--- src/rtl/sfifo_stat_pkg.sv ---
`timescale 1ns/1ps
// Package: shared widths, register addresses and the status-byte-2 layout
// for the sensor FIFO status unit. Assumes an 8-bit register address space.
package sfifo_stat_pkg;
    localparam int CNT_W   = 10;
    localparam int WTM_W   = 9;
    localparam int BATCH_W = 11;
    localparam int ADDR_W  = 8;
    localparam int DATA_W  = 8;

    localparam logic [ADDR_W-1:0] A_STAT_LO = 8'h3A;
    localparam logic [ADDR_W-1:0] A_STAT_HI = 8'h3B;
    localparam logic [ADDR_W-1:0] A_BTH_LO  = 8'h0B;
    localparam logic [ADDR_W-1:0] A_BTH_HI  = 8'h0C;

    // Status byte 2, MSB first; the order is the register layout.
    typedef struct packed {
        logic       wtm;
        logic       full;
        logic       full_nx;
        logic       batch;
        logic       ovr_lat;
        logic       rsvd;
        logic [1:0] cnt_hi;
    } stat_hi_t;
endpackage

--- src/rtl/sfifo_level_track.sv ---
`timescale 1ns/1ps
// Module: sfifo_level_track
// Keeps the unread record count of the sample FIFO. A write at full
// overwrites the oldest record (count held, overrun pulse). A read on an
// empty FIFO is dropped. Assumes CAP fits in CNT_W bits and CAP >= 2.
module sfifo_level_track
    import sfifo_stat_pkg::*;
#(
    parameter int CAP = 512
) (
    input  logic             clk,
    input  logic             rst_n,
    input  logic             wr,
    input  logic             rd,
    output logic [CNT_W-1:0] cnt,
    output logic             ovr_evt
);
    localparam logic [CNT_W-1:0] CAP_V = CNT_W'(CAP);

    logic rd_eff;
    logic at_cap;

    // Decode the effective read and the overwrite condition.
    always_comb begin
        rd_eff  = rd && (cnt != '0);
        at_cap  = (cnt == CAP_V);
        ovr_evt = wr && !rd_eff && at_cap;
    end

    // Advance the count; a matched write/read pair leaves it unchanged.
    always_ff @(posedge clk) begin
        if (!rst_n) begin
            cnt <= '0;
        end else if (wr && !rd_eff && !at_cap) begin
            cnt <= cnt + 1'b1;
        end else if (!wr && rd_eff) begin
            cnt <= cnt - 1'b1;
        end
    end
endmodule

--- src/rtl/sfifo_batch_flag.sv ---
`timescale 1ns/1ps
// Module: sfifo_batch_flag
// Batch counter that counts increment strobes and raises a sticky flag
// when the incremented value equals the threshold, then restarts at 0.
// The flag clears on clr; a set in the same cycle wins. Threshold 0
// never matches because the compare is one bit wider than the counter.
module sfifo_batch_flag
    import sfifo_stat_pkg::*;
(
    input  logic               clk,
    input  logic               rst_n,
    input  logic               tick,
    input  logic [BATCH_W-1:0] thresh,
    input  logic               clr,
    output logic               flag
);
    logic [BATCH_W-1:0] bcnt;
    logic [BATCH_W:0]   bnext;
    logic               hit;

    // Form the incremented value and the threshold match.
    always_comb begin
        bnext = {1'b0, bcnt} + 1'b1;
        hit   = tick && (bnext == {1'b0, thresh});
    end

    // Step the counter, restarting it on a match.
    always_ff @(posedge clk) begin
        if (!rst_n) begin
            bcnt <= '0;
        end else if (tick) begin
            bcnt <= hit ? '0 : bnext[BATCH_W-1:0];
        end
    end

    // Keep the sticky flag: set has priority over clear.
    always_ff @(posedge clk) begin
        if (!rst_n) begin
            flag <= 1'b0;
        end else if (hit) begin
            flag <= 1'b1;
        end else if (clr) begin
            flag <= 1'b0;
        end
    end
endmodule

--- src/rtl/sfifo_stat_regs.sv ---
`timescale 1ns/1ps
// Module: sfifo_stat_regs
// Derives the level flags, holds the latched overrun flag, packs the two
// status bytes and serves the read port. It also decodes the read addresses
// that clear the sticky flags. Read data is combinational from the state
// before the clear, so a clearing read returns the flag still set.
module sfifo_stat_regs
    import sfifo_stat_pkg::*;
#(
    parameter int CAP = 512
) (
    input  logic              clk,
    input  logic              rst_n,
    input  logic [CNT_W-1:0]  cnt,
    input  logic              ovr_evt,
    input  logic              batch_flag,
    input  logic [WTM_W-1:0]  wtm,
    input  logic              rd_en,
    input  logic [ADDR_W-1:0] rd_addr,
    output logic [DATA_W-1:0] rd_data,
    output logic              batch_clr,
    output logic [DATA_W-1:0] stat_lo,
    output logic [DATA_W-1:0] stat_hi,
    output logic              f_wtm,
    output logic              f_full,
    output logic              f_full_nx
);
    localparam logic [CNT_W-1:0] CAP_V  = CNT_W'(CAP);
    localparam logic [CNT_W-1:0] CAPM_V = CNT_W'(CAP - 1);

    logic     ovr_lat;
    logic     hi_clr;
    stat_hi_t hi_s;

    // Level flags from the current count.
    always_comb begin
        f_wtm     = (cnt >= {{(CNT_W-WTM_W){1'b0}}, wtm});
        f_full    = (cnt == CAP_V);
        f_full_nx = (cnt == CAPM_V);
    end

    // Decode the clear-on-read addresses.
    always_comb begin
        hi_clr    = rd_en && (rd_addr == A_STAT_HI);
        batch_clr = rd_en && ((rd_addr == A_BTH_LO) || (rd_addr == A_BTH_HI));
    end

    // Hold the latched overrun flag; a new overrun beats the clear.
    always_ff @(posedge clk) begin
        if (!rst_n) begin
            ovr_lat <= 1'b0;
        end else if (ovr_evt) begin
            ovr_lat <= 1'b1;
        end else if (hi_clr) begin
            ovr_lat <= 1'b0;
        end
    end

    // Pack both status bytes.
    always_comb begin
        hi_s.wtm     = f_wtm;
        hi_s.full    = f_full;
        hi_s.full_nx = f_full_nx;
        hi_s.batch   = batch_flag;
        hi_s.ovr_lat = ovr_lat;
        hi_s.rsvd    = 1'b0;
        hi_s.cnt_hi  = cnt[CNT_W-1:DATA_W];
        stat_lo      = cnt[DATA_W-1:0];
        stat_hi      = hi_s;
    end

    // Register read multiplexer.
    always_comb begin
        rd_data = '0;
        if (rd_en) begin
            if (rd_addr == A_STAT_LO) rd_data = stat_lo;
            else if (rd_addr == A_STAT_HI) rd_data = stat_hi;
        end
    end
endmodule

--- src/rtl/sfifo_status_unit.sv ---
`timescale 1ns/1ps
// Module: sfifo_status_unit (top)
// Tracks the unread record count of a sensor sample FIFO. Exposes it with
// the watermark, full, full-next, latched overrun and batch flags in two
// read-only status bytes. Assumes strobes are single-cycle and synchronous
// to clk, and that CAP is between 2 and 1023.
module sfifo_status_unit
    import sfifo_stat_pkg::*;
#(
    parameter int CAP = 512
) (
    input  logic                   clk,
    input  logic                   rst_n,
    input  logic                   smp_wr,
    input  logic                   smp_rd,
    input  logic [WTM_W-1:0]       wtm_level,
    input  logic                   batch_tick,
    input  logic [BATCH_W-1:0]     batch_thresh,
    input  logic                   reg_rd_en,
    input  logic [ADDR_W-1:0]      reg_rd_addr,
    output logic [DATA_W-1:0]      reg_rd_data,
    output logic [DATA_W-1:0]      stat_lo,
    output logic [DATA_W-1:0]      stat_hi,
    output logic                   lvl_wtm,
    output logic                   lvl_full,
    output logic                   lvl_full_next
);
    logic [CNT_W-1:0] cnt;
    logic             ovr_evt;
    logic             batch_flag;
    logic             batch_clr;

    sfifo_level_track #(.CAP(CAP)) u_level (
        .clk     (clk),
        .rst_n   (rst_n),
        .wr      (smp_wr),
        .rd      (smp_rd),
        .cnt     (cnt),
        .ovr_evt (ovr_evt)
    );

    sfifo_batch_flag u_batch (
        .clk    (clk),
        .rst_n  (rst_n),
        .tick   (batch_tick),
        .thresh (batch_thresh),
        .clr    (batch_clr),
        .flag   (batch_flag)
    );

    sfifo_stat_regs #(.CAP(CAP)) u_regs (
        .clk        (clk),
        .rst_n      (rst_n),
        .cnt        (cnt),
        .ovr_evt    (ovr_evt),
        .batch_flag (batch_flag),
        .wtm        (wtm_level),
        .rd_en      (reg_rd_en),
        .rd_addr    (reg_rd_addr),
        .rd_data    (reg_rd_data),
        .batch_clr  (batch_clr),
        .stat_lo    (stat_lo),
        .stat_hi    (stat_hi),
        .f_wtm      (lvl_wtm),
        .f_full     (lvl_full),
        .f_full_nx  (lvl_full_next)
    );
endmodule

--- config.mk ---
export PLATFORM = sky130hd
export DESIGN_NAME = sfifo_status_unit
export DESIGN_NICKNAME = d
export VERILOG_FILES = /design/src/rtl/sfifo_stat_pkg.sv /design/src/rtl/sfifo_level_track.sv /design/src/rtl/sfifo_batch_flag.sv /design/src/rtl/sfifo_stat_regs.sv /design/src/rtl/sfifo_status_unit.sv
export SDC_FILE = /design/constraint.sdc
export NUM_CORES = 1
export LEC_CHECK = 0
export ABC_CLOCK_PERIOD_IN_PS = 7400
export BUFFER_PORTS_ARGS = -buffer_cell sky130_fd_sc_hd__buf_2
export CORE_MARGIN = 3
export CORE_UTILIZATION = 50
export DETAILED_ROUTE_END_ITERATION = 8
export PLACE_DENSITY = 0.73
export SLEW_MARGIN = 20
export SYNTH_ARGS = -nofsm -noshare
export SYNTH_HDL_FRONTEND = slang
export SYNTH_SLANG_ARGS = --single-unit
--- constraint.sdc ---
create_clock -name clk -period 7.4 [get_ports clk]
set_input_delay 0.74 -clock clk [delete_from_list [all_inputs] [get_ports clk]]
set_output_delay 0.74 -clock clk [all_outputs]
set_load 0.01 [all_outputs]
## Yosys cells after proc, flatten, opt, wreduce, memory -nomap -nowiden

Index checks and enable logic that the tools add are counted.

- $add $sub $neg: 3
- $mul: 0
- Divide/modulo/power cells: 0
- Order comparisons: 1
- Equality and inequality tests: 7
- Shift operators: 0
- Muxes and demuxes: 10
- Bitwise operators: 0
- Reduce and logical (&&, ||, !) cells: 16

Operators with widths:

| cell | count |
|---|---|
| 8-bit two-way mux | 3 |
| 10-bit two-way mux | 2 |
| 8-bit by 4-bit == test with 1-bit output, second input constant | 2 |
| 8-bit by 6-bit == test with 1-bit output, second input constant | 2 |
| 11-bit by 1-bit adder with 12-bit output, second input constant | 1 |
| 12-bit by 11-bit == test with 1-bit output | 1 |
| 11-bit two-way mux | 1 |
| 10-bit by 1-bit adder with 10-bit output, second input constant | 1 |
| 10-bit == test, second input constant | 1 |
| 10-bit by 9-bit == test with 1-bit output, second input constant | 1 |
| 10-bit by 9-bit >= comparator with 1-bit output | 1 |
| 10-bit nonzero test | 1 |
| 10-bit by 1-bit subtractor with 10-bit output, second input constant | 1 |
| 1-bit logical AND | 8 |
| 2-bit nonzero test | 3 |
| 1-bit two-way mux | 4 |
| 1-bit logical NOT | 3 |
| 1-bit logical OR | 1 |

- Register bits: 23
- Bits in latches: 0
- Bits in writable memories: 0
- Bits in read-only memories: 0
- Input port bits: 34
- Output and inout bits: 27
- Logic and storage cells: 41
- Memories kept: 0

## Depth between registers and ports, before layout

Gate-level depths: netlist of the first run.

- Depth in word-level cells: 6
- Mapped depth: 12

## Cells and area by module

A second synthesis of the first run with hierarchy kept.

- Cell total of the unflattened synthesis: 299
- Area total of the unflattened synthesis: 2491.1 µm²

Modules (own cells, without submodules):

| module | times used | cells each | area each (µm²) |
|---|---|---|---|
| sfifo_batch_flag | 1 | 126 | 1036.0 |
| sfifo_level_track | 1 | 100 | 849.6 |
| sfifo_stat_regs | 1 | 73 | 605.6 |

## Worst setup path before layout of the first run

OpenSTA, ideal clock, no wires.

- Path type: register to register
- Start point: register u_level.cnt[2]
- End point: register u_level.cnt[9]
- Library setup time: 0.115 ns
- Arrival time: 3.532 ns
- Setup slack: 3.753 ns
- Cell stages (with the launch flop): 13
- Path buffers: 0
- Period minus slack after synthesis: 3.647 ns
- Cells stage by stage: dfxtp_1 or4_4 nor4_4 mux2i_1 nand2_1 ha_1 a21o_1 a21oi_1 o31ai_1 a31oi_1 or3b_2 a32o_1 o21a_1

- Word-level cells in the longest chain between the ends: 6
- Elaborated cells on any way between the ends: 13
- Classes of those cells: add/sub: 2; eq/ne: 1; mux: 2; reduce/logical: 8

RTL lines:

| element | RTL line | RTL |
|---|---|---|
| from (decl) | sfifo_level_track.sv:15 | `output logic [CNT_W-1:0] cnt,` |
| from (signal assigned) | sfifo_level_track.sv:35 | `cnt <= cnt + 1'b1;` |
| from (signal assigned) | sfifo_level_track.sv:37 | `cnt <= cnt - 1'b1;` |
| parallel branches: the longest is 6 deep, another holds 10-bit by 1-bit subtractor with 10-bit output | n/a |  |

Parallel ways; which one is timed is not known. The select of a mux whose other input is x is not followed.
A chain may end at the register's enable or synchronous reset.

## Worst setup path in the final report of the first run

Same ends and word-level chain as after synthesis.

==> impl_metrics.yaml, run 1 <==
route:
  viasPerCell: 5.39
  drt-total-wl_um: 4810
  drcViolationCount: 0
  drt-pass1-iter-count: 4
  ant_nets: 0
  vias: 1926
  wl_per_cell_um: 13.5
  drt-initial-drc-count: 80
power_and_ir_drop:
  p_clk_share_pct: 13.0
  power_frac_comb_pct: 57.0
  finalPower_uw: 616
  p_switching_uw: 263
  power.leakage_uw: 0.00116
  irDropWorstVdd_uv: 178
  swShare_pct: 42.7
  powerDensity_nw_per_um2: 252
  power.internal_uw: 353
  p_seq_share_pct: 29.9
yosys:
  synth_nets: 312
  postSynthAreaPerCell_sq_um: 8.32
  async_reset_ff_share_pct: 0
  synth_warnings: 0
  synth_edf_count: 0
  synthDominantCellAreaShare_pct: 21.4
  synthDistinctLibCells: 51
  ys_ff_latch: 23
  synth_top_area_cell: "dfxtp_1"
  synthCells: 258
  ys_seq_area_share_pct: 21.4
  yosys-top-cells-count: "28 x nor2_1, 23 x dfxtp_1, 19 x ha_1, 19 x xnor2_1, 18 x nand2_1"
  synth_area_leaders: "dfxtp_1 21%, ha_1 11%, xnor2_1 7.8%"
  synth_most_common_cell: "nor2_1"
  syn_area_sq_um: 2150
  synthFlopType: "dfxtp_1"
cts:
  htree_levels: 1
  clock-sinks: 23
  cts_tree: "done"
  hold_buffers: 0
  cts_setup_buffers: 0
  clk_latency_ns: 0.26
  path_clk_slew_ns: 0.09
  numCtsBuffers: 3
  clk_path_buf_depth: 2
  cts.repair.resized: 0
  cts_root_buf: "clkbuf_8"
floorplan:
  dieHeight_um: 71.5
  initial_core_util_pct: 52.9
  core-area_sq_um: 4060
  num_rows: 23
  die_area_sq_um: 5120
  io_pins: 61
  dieWidth_um: 71.5
sta:
  hold_ws_ns: 0.515
  final_max_slew_viol_count: 0
  setup_tns_ns: 0
  max-slew-margin-rel_pct: 64.5
  finalHoldViolCount: 0
  tightest_slew_ns: 0.526
  fmax_mhz: 252
  setup_violations: 0
  period_minus_slack_ns: 3.96
  period_share_pct: 53.5
  skew_ns: 0.00136
  rsz0062_at_grt: "no"
setup_path:
  r2r_end: "u_level.cnt[9]"
  regToRegSetupSlack_ns: 3.44
  reg2reg_from: "u_level.cnt[2]"
  critical_path_class: "flip-flop to flip-flop"
  cp-startpoint: "u_level.cnt[2]"
  required_ns: 7.57
  r2r_cells: 12
  crit_path_end_kind: "flip-flop"
  cp_max_fo: 11
  arrival_ns: 4.13
  critPathLaunchType: "flip-flop"
final_layout:
  diodes: 0
  drive_above_1_share_pct: 22.8
  stdcell_count: 357
  nFillCells: 382
  nets: 362
  area_growth_pct: 13.8
min_path:
  whs_endpoint: "u_regs.ovr_lat"
  hold_start: "u_regs.ovr_lat"
  min_path_cells: 2
  min_path_type: "flip-flop to flip-flop"
grt:
  grt_pass1_wl_um: 7950
  overflow: 0
  antenna_found_initial: 0
  grt_max_degree: 20
  grt_use_total_pct: 18.9
  grt_pass1_vias: 1760
placed_design:
  io_buffers: 59
  dpl.hpwl_um: 3840
  dp_cells: 353
  gp_congestion: 0.878
flow_run:
  drv_cap: 0
outcome:
  status: "finished clean"
## power by group through the flow
stage | registers [uW] | clock network (uW) | logic (uW)
2_1_floorplan | 184 | 0 | 277
3_3_place_gp | 185 | 0 | 344
3_5_place_dp | 187 | 0 | 352
4_1_cts | 184 | 83.6 | 354
5_1_grt | 189 | 90.1 | 393
6_report | 184 | 80.3 | 351
## sequential cells by signal, indices dropped and copies added, names as in the netlist
register / cells
u_regs.ovr_lat: 1
u_batch.bcnt: 11
u_level.cnt: 10
u_batch.flag: 1
## critical path: stages, from the launching register on
cell     delay [ns]
dfxtp_1        0.40
or4_4          0.57
nor4_4         0.31
mux2i_1        0.22
nand2_1        0.28
ha_1           0.39
a21o_1         0.11
a21oi_1        0.11
o31ai_1        0.35
a31oi_1        0.21
or3b_2         0.49
a32o_1         0.25
o21a_1         0.16
## final cells by class
class	instances	area, sq um	share of cell area, %
clock buffer	3	41.3	1.69
timing repair buffer	59	295	12.1
inverter	10	37.5	1.54
tap	50	62.6	2.56
multi-input combinational	211	1540	63.1
clock inverter	1	5.00	0.205
sequential	23	460	18.8
## per-layer routing
layer	up-vias	GRT usage, %	share of wire [%]
li1	998	-	-
met1	855	26.1	46
met2	69	31.8	46
met3	4	1.54	7.4
met4	0	5.01	0.85
met5	-	0	0
## layout by cell type, fill, tap and decap left out, types with 5 or more instances in the layout
cell,n
buf_2,59
nor2_1,28
dfxtp_1,23
xnor2_1,19
ha_1,19
nand2_1,18
mux2i_1,15
xor2_1,13
nor2b_1,12
inv_1,10
a21oi_1,9
o21ai_0,8
nand4_1,7
nand3_1,7
a21o_1,5
## cells by family (layout without fill, tap and decap cells)
| kind of cell | Yosys count | in the layout | synth area share, % |
|---|---|---|---|
| muxes | 15 | 15 | 6.99 |
| DFF | 23 | 23 | 21.4 |
| other | 1 | 1 | 0.175 |
| buffers and inverters | 24 | 73 | 6.76 |
| AOI/OAI and AO/OA | 40 | 40 | 12.9 |
| adders and majority gates | 20 | 20 | 12.0 |
| and+or+nand+nor | 103 | 103 | 26.6 |
| xor gates and xnor gates | 32 | 32 | 13.1 |
## worst max path at each step
stage	slack, ns	to	cells past startpoint
final	3.44	u_level.cnt[9]	12
after global routing	3.16	u_level.cnt[9]	12
after CTS	3.43	u_level.cnt[9]	12
after detailed placement	3.43	u_level.cnt[9]	12
after global placement	3.54	u_level.cnt[9]	12
after floorplan	3.75	u_level.cnt[9]	12
## through the flow
stage          area (sq um)  util [%]  setup WS [ns]
2_1_floorplan          2150         -           3.75
3_3_place_gp           2400      59.1           3.54
3_5_place_dp           2400      59.1           3.43
4_1_cts                2440      60.2           3.43
5_1_grt                2440      60.2           3.16
6_report               2440      60.2           3.44
(Power assumes the default switching activity.)
==> run 2: changes to the inputs <==
--- a/config.mk
+++ b/config.mk
@@ -5,12 +5,13 @@
 export SDC_FILE = /design/constraint.sdc
 export NUM_CORES = 1
 export LEC_CHECK = 0
-export ABC_CLOCK_PERIOD_IN_PS = 7400
+export ABC_AREA = 1
+export ABC_CLOCK_PERIOD_IN_PS = 3800
 export BUFFER_PORTS_ARGS = -buffer_cell sky130_fd_sc_hd__buf_2
 export CORE_MARGIN = 3
 export CORE_UTILIZATION = 50
 export DETAILED_ROUTE_END_ITERATION = 8
-export PLACE_DENSITY = 0.73
+export PLACE_DENSITY = 0.72
 export SLEW_MARGIN = 20
 export SYNTH_ARGS = -nofsm -noshare
 export SYNTH_HDL_FRONTEND = slang
==> constraint.sdc (replaced) <==
create_clock -name clk -period 3.8 [get_ports clk]
set_input_delay 0.38 -clock clk [delete_from_list [all_inputs] [get_ports clk]]
set_output_delay 0.38 -clock clk [all_outputs]
set_load 0.01 [all_outputs]
==> impl_metrics.yaml, run 2 <==
route:
  drt-pass1-iter-count: 4
  viasPerCell: 5.24
  drt-total-wl_um: 5880
  wl_per_cell_um: 12.2
  vias: 2516
  drcViolationCount: 0
  ant_nets: 0
  drt-initial-drc-count: 127
yosys:
  ys_seq_area_share_pct: 19.5
  yosys-top-cells-count: "95 x nand2_1, 45 x inv_1, 40 x nor2_1"
  synth_top_area_cell: "dfxtp_1"
  synthDominantCellAreaShare_pct: 19.5
  synthDistinctLibCells: 36
  async_reset_ff_share_pct: 0
  synth_edf_count: 0
  synthFlopType: "dfxtp_1"
  ys_ff_latch: 23
  synth_most_common_cell: "nand2_1"
  synth_warnings: 0
  syn_area_sq_um: 2360
  synth_nets: 434
  postSynthAreaPerCell_sq_um: 6.21
  synthCells: 380
  synth_area_leaders: "dfxtp_1 20%, nand2_1 15%, ha_1 10%"
sta:
  setup_violations: 0
  skew_ns: 0.00109
  setup_tns_ns: 0
  period_share_pct: 70.1
  fmax_mhz: 376
  final_max_slew_viol_count: 0
  finalHoldViolCount: 0
  max-slew-margin-rel_pct: 59.6
  fin_ws_ns: 1.14
  period_minus_slack_ns: 2.66
  rsz0062_at_grt: "no"
  tightest_slew_ns: 0.601
final_layout:
  mostFrequentLayoutCells: "95 x nand2_1, 59 x buf_2, 45 x inv_1"
  drive_above_1_share_pct: 18.7
  nFillCells: 471
  diodes: 0
  largest_register_ffs: 11
  final_common_cell: "nand2_1"
  fin_util_pct: 59.3
  post-route-cell-area_sq_um: 2640
  nets: 483
  area_growth_pct: 11.8
  top_regs: "u_batch.bcnt: 11 flops, u_level.cnt: 10 flops"
  regMostFlops: "u_batch.bcnt"
cts:
  clk_latency_ns: 0.27
  clock-sinks: 23
  htree_levels: 1
  cts_root_buf: "clkbuf_8"
  cts.repair.resized: 0
  cts_tree: "done"
  clk_path_buf_depth: 2
  path_clk_slew_ns: 0.08
  numCtsBuffers: 3
  cts_setup_buffers: 0
  hold_buffers: 0
grt:
  overflow: 0
  grt_pass1_vias: 2180
  antenna_found_initial: 0
  grt_use_total_pct: 21.3
  grt_pass1_wl_um: 9580
  grt_max_degree: 21
setup_path:
  cpLargestDelayFamily: "simple AND/OR/NAND/NOR gates"
  crit_path_end_kind: "flip-flop"
  cpPeakStageDelay_ns: 0.45
  required_ns: 4.01
  path_buf_inv: 0
  arrival_ns: 2.88
  cp_cell_sequence: "nor2_1 > nand2_1 > nor2_1 > nand3_1 > nand2_1 > nand3_2 > ha_1 > a21oi_1 > nand2_1 > a21oi_1 > o21ai_0 > xor2_1 > a21oi_1"
  cpMaxStageDelayCell: "ha_1"
  critPathLaunchType: "flip-flop"
  critical_path_class: "flip-flop to flip-flop"
  cp_max_fo: 13
outcome:
  status: "finished clean"
placed_design:
  placed_area_sq_um: 2590
  gp_congestion: 0.873
  io_buffers: 59
  pre_cts_slack_ns: 1.16
  dpl.hpwl_um: 4630
min_path:
  min_path_type: "primary input to flip-flop"
power_and_ir_drop:
  power.leakage_uw: 0.00128
  power.internal_uw: 592
  irDropWorstVdd_uv: 251
  p_clk_share_pct: 14.6
  swShare_pct: 45.9
  powerDensity_nw_per_um2: 415
  p_seq_share_pct: 32.7
  p_switching_uw: 502
  power_frac_comb_pct: 52.7
floorplan:
  core-area_sq_um: 4440
  dieWidth_um: 74.7
  num_rows: 24
  dieHeight_um: 74.7
  io_pins: 61
  die_area_sq_um: 5580
  initial_core_util_pct: 53.1
flow_run:
  drv_cap: 0
-- run 2: cell types whose count changed in the layout (fill, tap and decap cells not counted), moves of 13 or more --
cell / change
inv_1: +35
mux2i_1: -15
a21oi_1: +30
nand2_1: +77
nand3_1: +21
xnor2_1: -13
-- run 2: cell families (layout without fill, tap and decap cells) --
family / after synthesis / in the layout / synth area share (%)
and+or+nand+nor: 200 / 200 / 38.5
DFF: 23 / 23 / 19.5
AOI/OAI and AO/OA: 66 / 66 / 15.0
xor gates and xnor gates: 8 / 8 / 2.97
other: 1 / 1 / 0.159
buffers and inverters: 62 / 110 / 12.9
adders and majority gates: 20 / 20 / 10.9
-- run 2: per-stage QoR --
step / hold slack, ns / total power, uW / instances
6_report: 0.423 / 1090 / 480
5_1_grt: 0.440 / 1190 / 480
4_1_cts: 0.421 / 1100 / 480
3_5_place_dp: 0.493 / 933 / 476
3_3_place_gp: 0.483 / 928 / 476
2_1_floorplan: 0.467 / 784 / 380
-- run 2: metal layers --
| metal | track usage, % | routed length (um) |
|---|---|---|
| met1 | 30.8 | 2890 |
| met2 | 34.3 | 2560 |
| met3 | 1.87 | 367 |
| met4 | 5.34 | 58 |
| met5 | 0 | 0 |
-- run 2: area by class of cell --
class | instances | area (sq um) | area share, %
Sequential cell | 23 | 460 | 17.5
Tap cell | 52 | 65.1 | 2.47
Clock buffer | 3 | 41.3 | 1.57
Multi-Input combinational cell | 295 | 1590 | 60.4
Clock inverter | 1 | 5.00 | 0.190
Timing Repair Buffer | 59 | 295 | 11.2
Inverter | 47 | 176 | 6.69
-- run 2: final timing paths --
check | startpoint | end | depth (start not counted) | slack (ns)
worst min register to register | u_batch.bcnt[9] | u_batch.bcnt[9] | 2 | 0.51
worst max register to register | u_level.cnt[5] | u_level.cnt[7] | 13 | 1.14
worst max-delay path | u_level.cnt[5] | u_level.cnt[7] | 13 | 1.14
worst min-delay path | rst_n | u_level.cnt[9] | 3 | 0.42
-- run 2: power by group through the flow --
stage	Combinational (uW)	Sequential (uW)	Clock [uW]
detailed placement	574	359	0
global route	656	362	173
finish	577	357	160
floorplan	437	348	0
global placement	574	354	0
CTS	580	354	166
-- run 2: worst register-to-register path, stage by stage, from the launching register on --
cell and delay [ns]:
dfxtp_1 0.39, nor2_1 0.16, nand2_1 0.07, nor2_1 0.13
nand3_1 0.08, nand2_1 0.11, nand3_2 0.27, ha_1 0.45
a21oi_1 0.20, nand2_1 0.10, a21oi_1 0.21, o21ai_0 0.13
xor2_1 0.15, a21oi_1 0.13
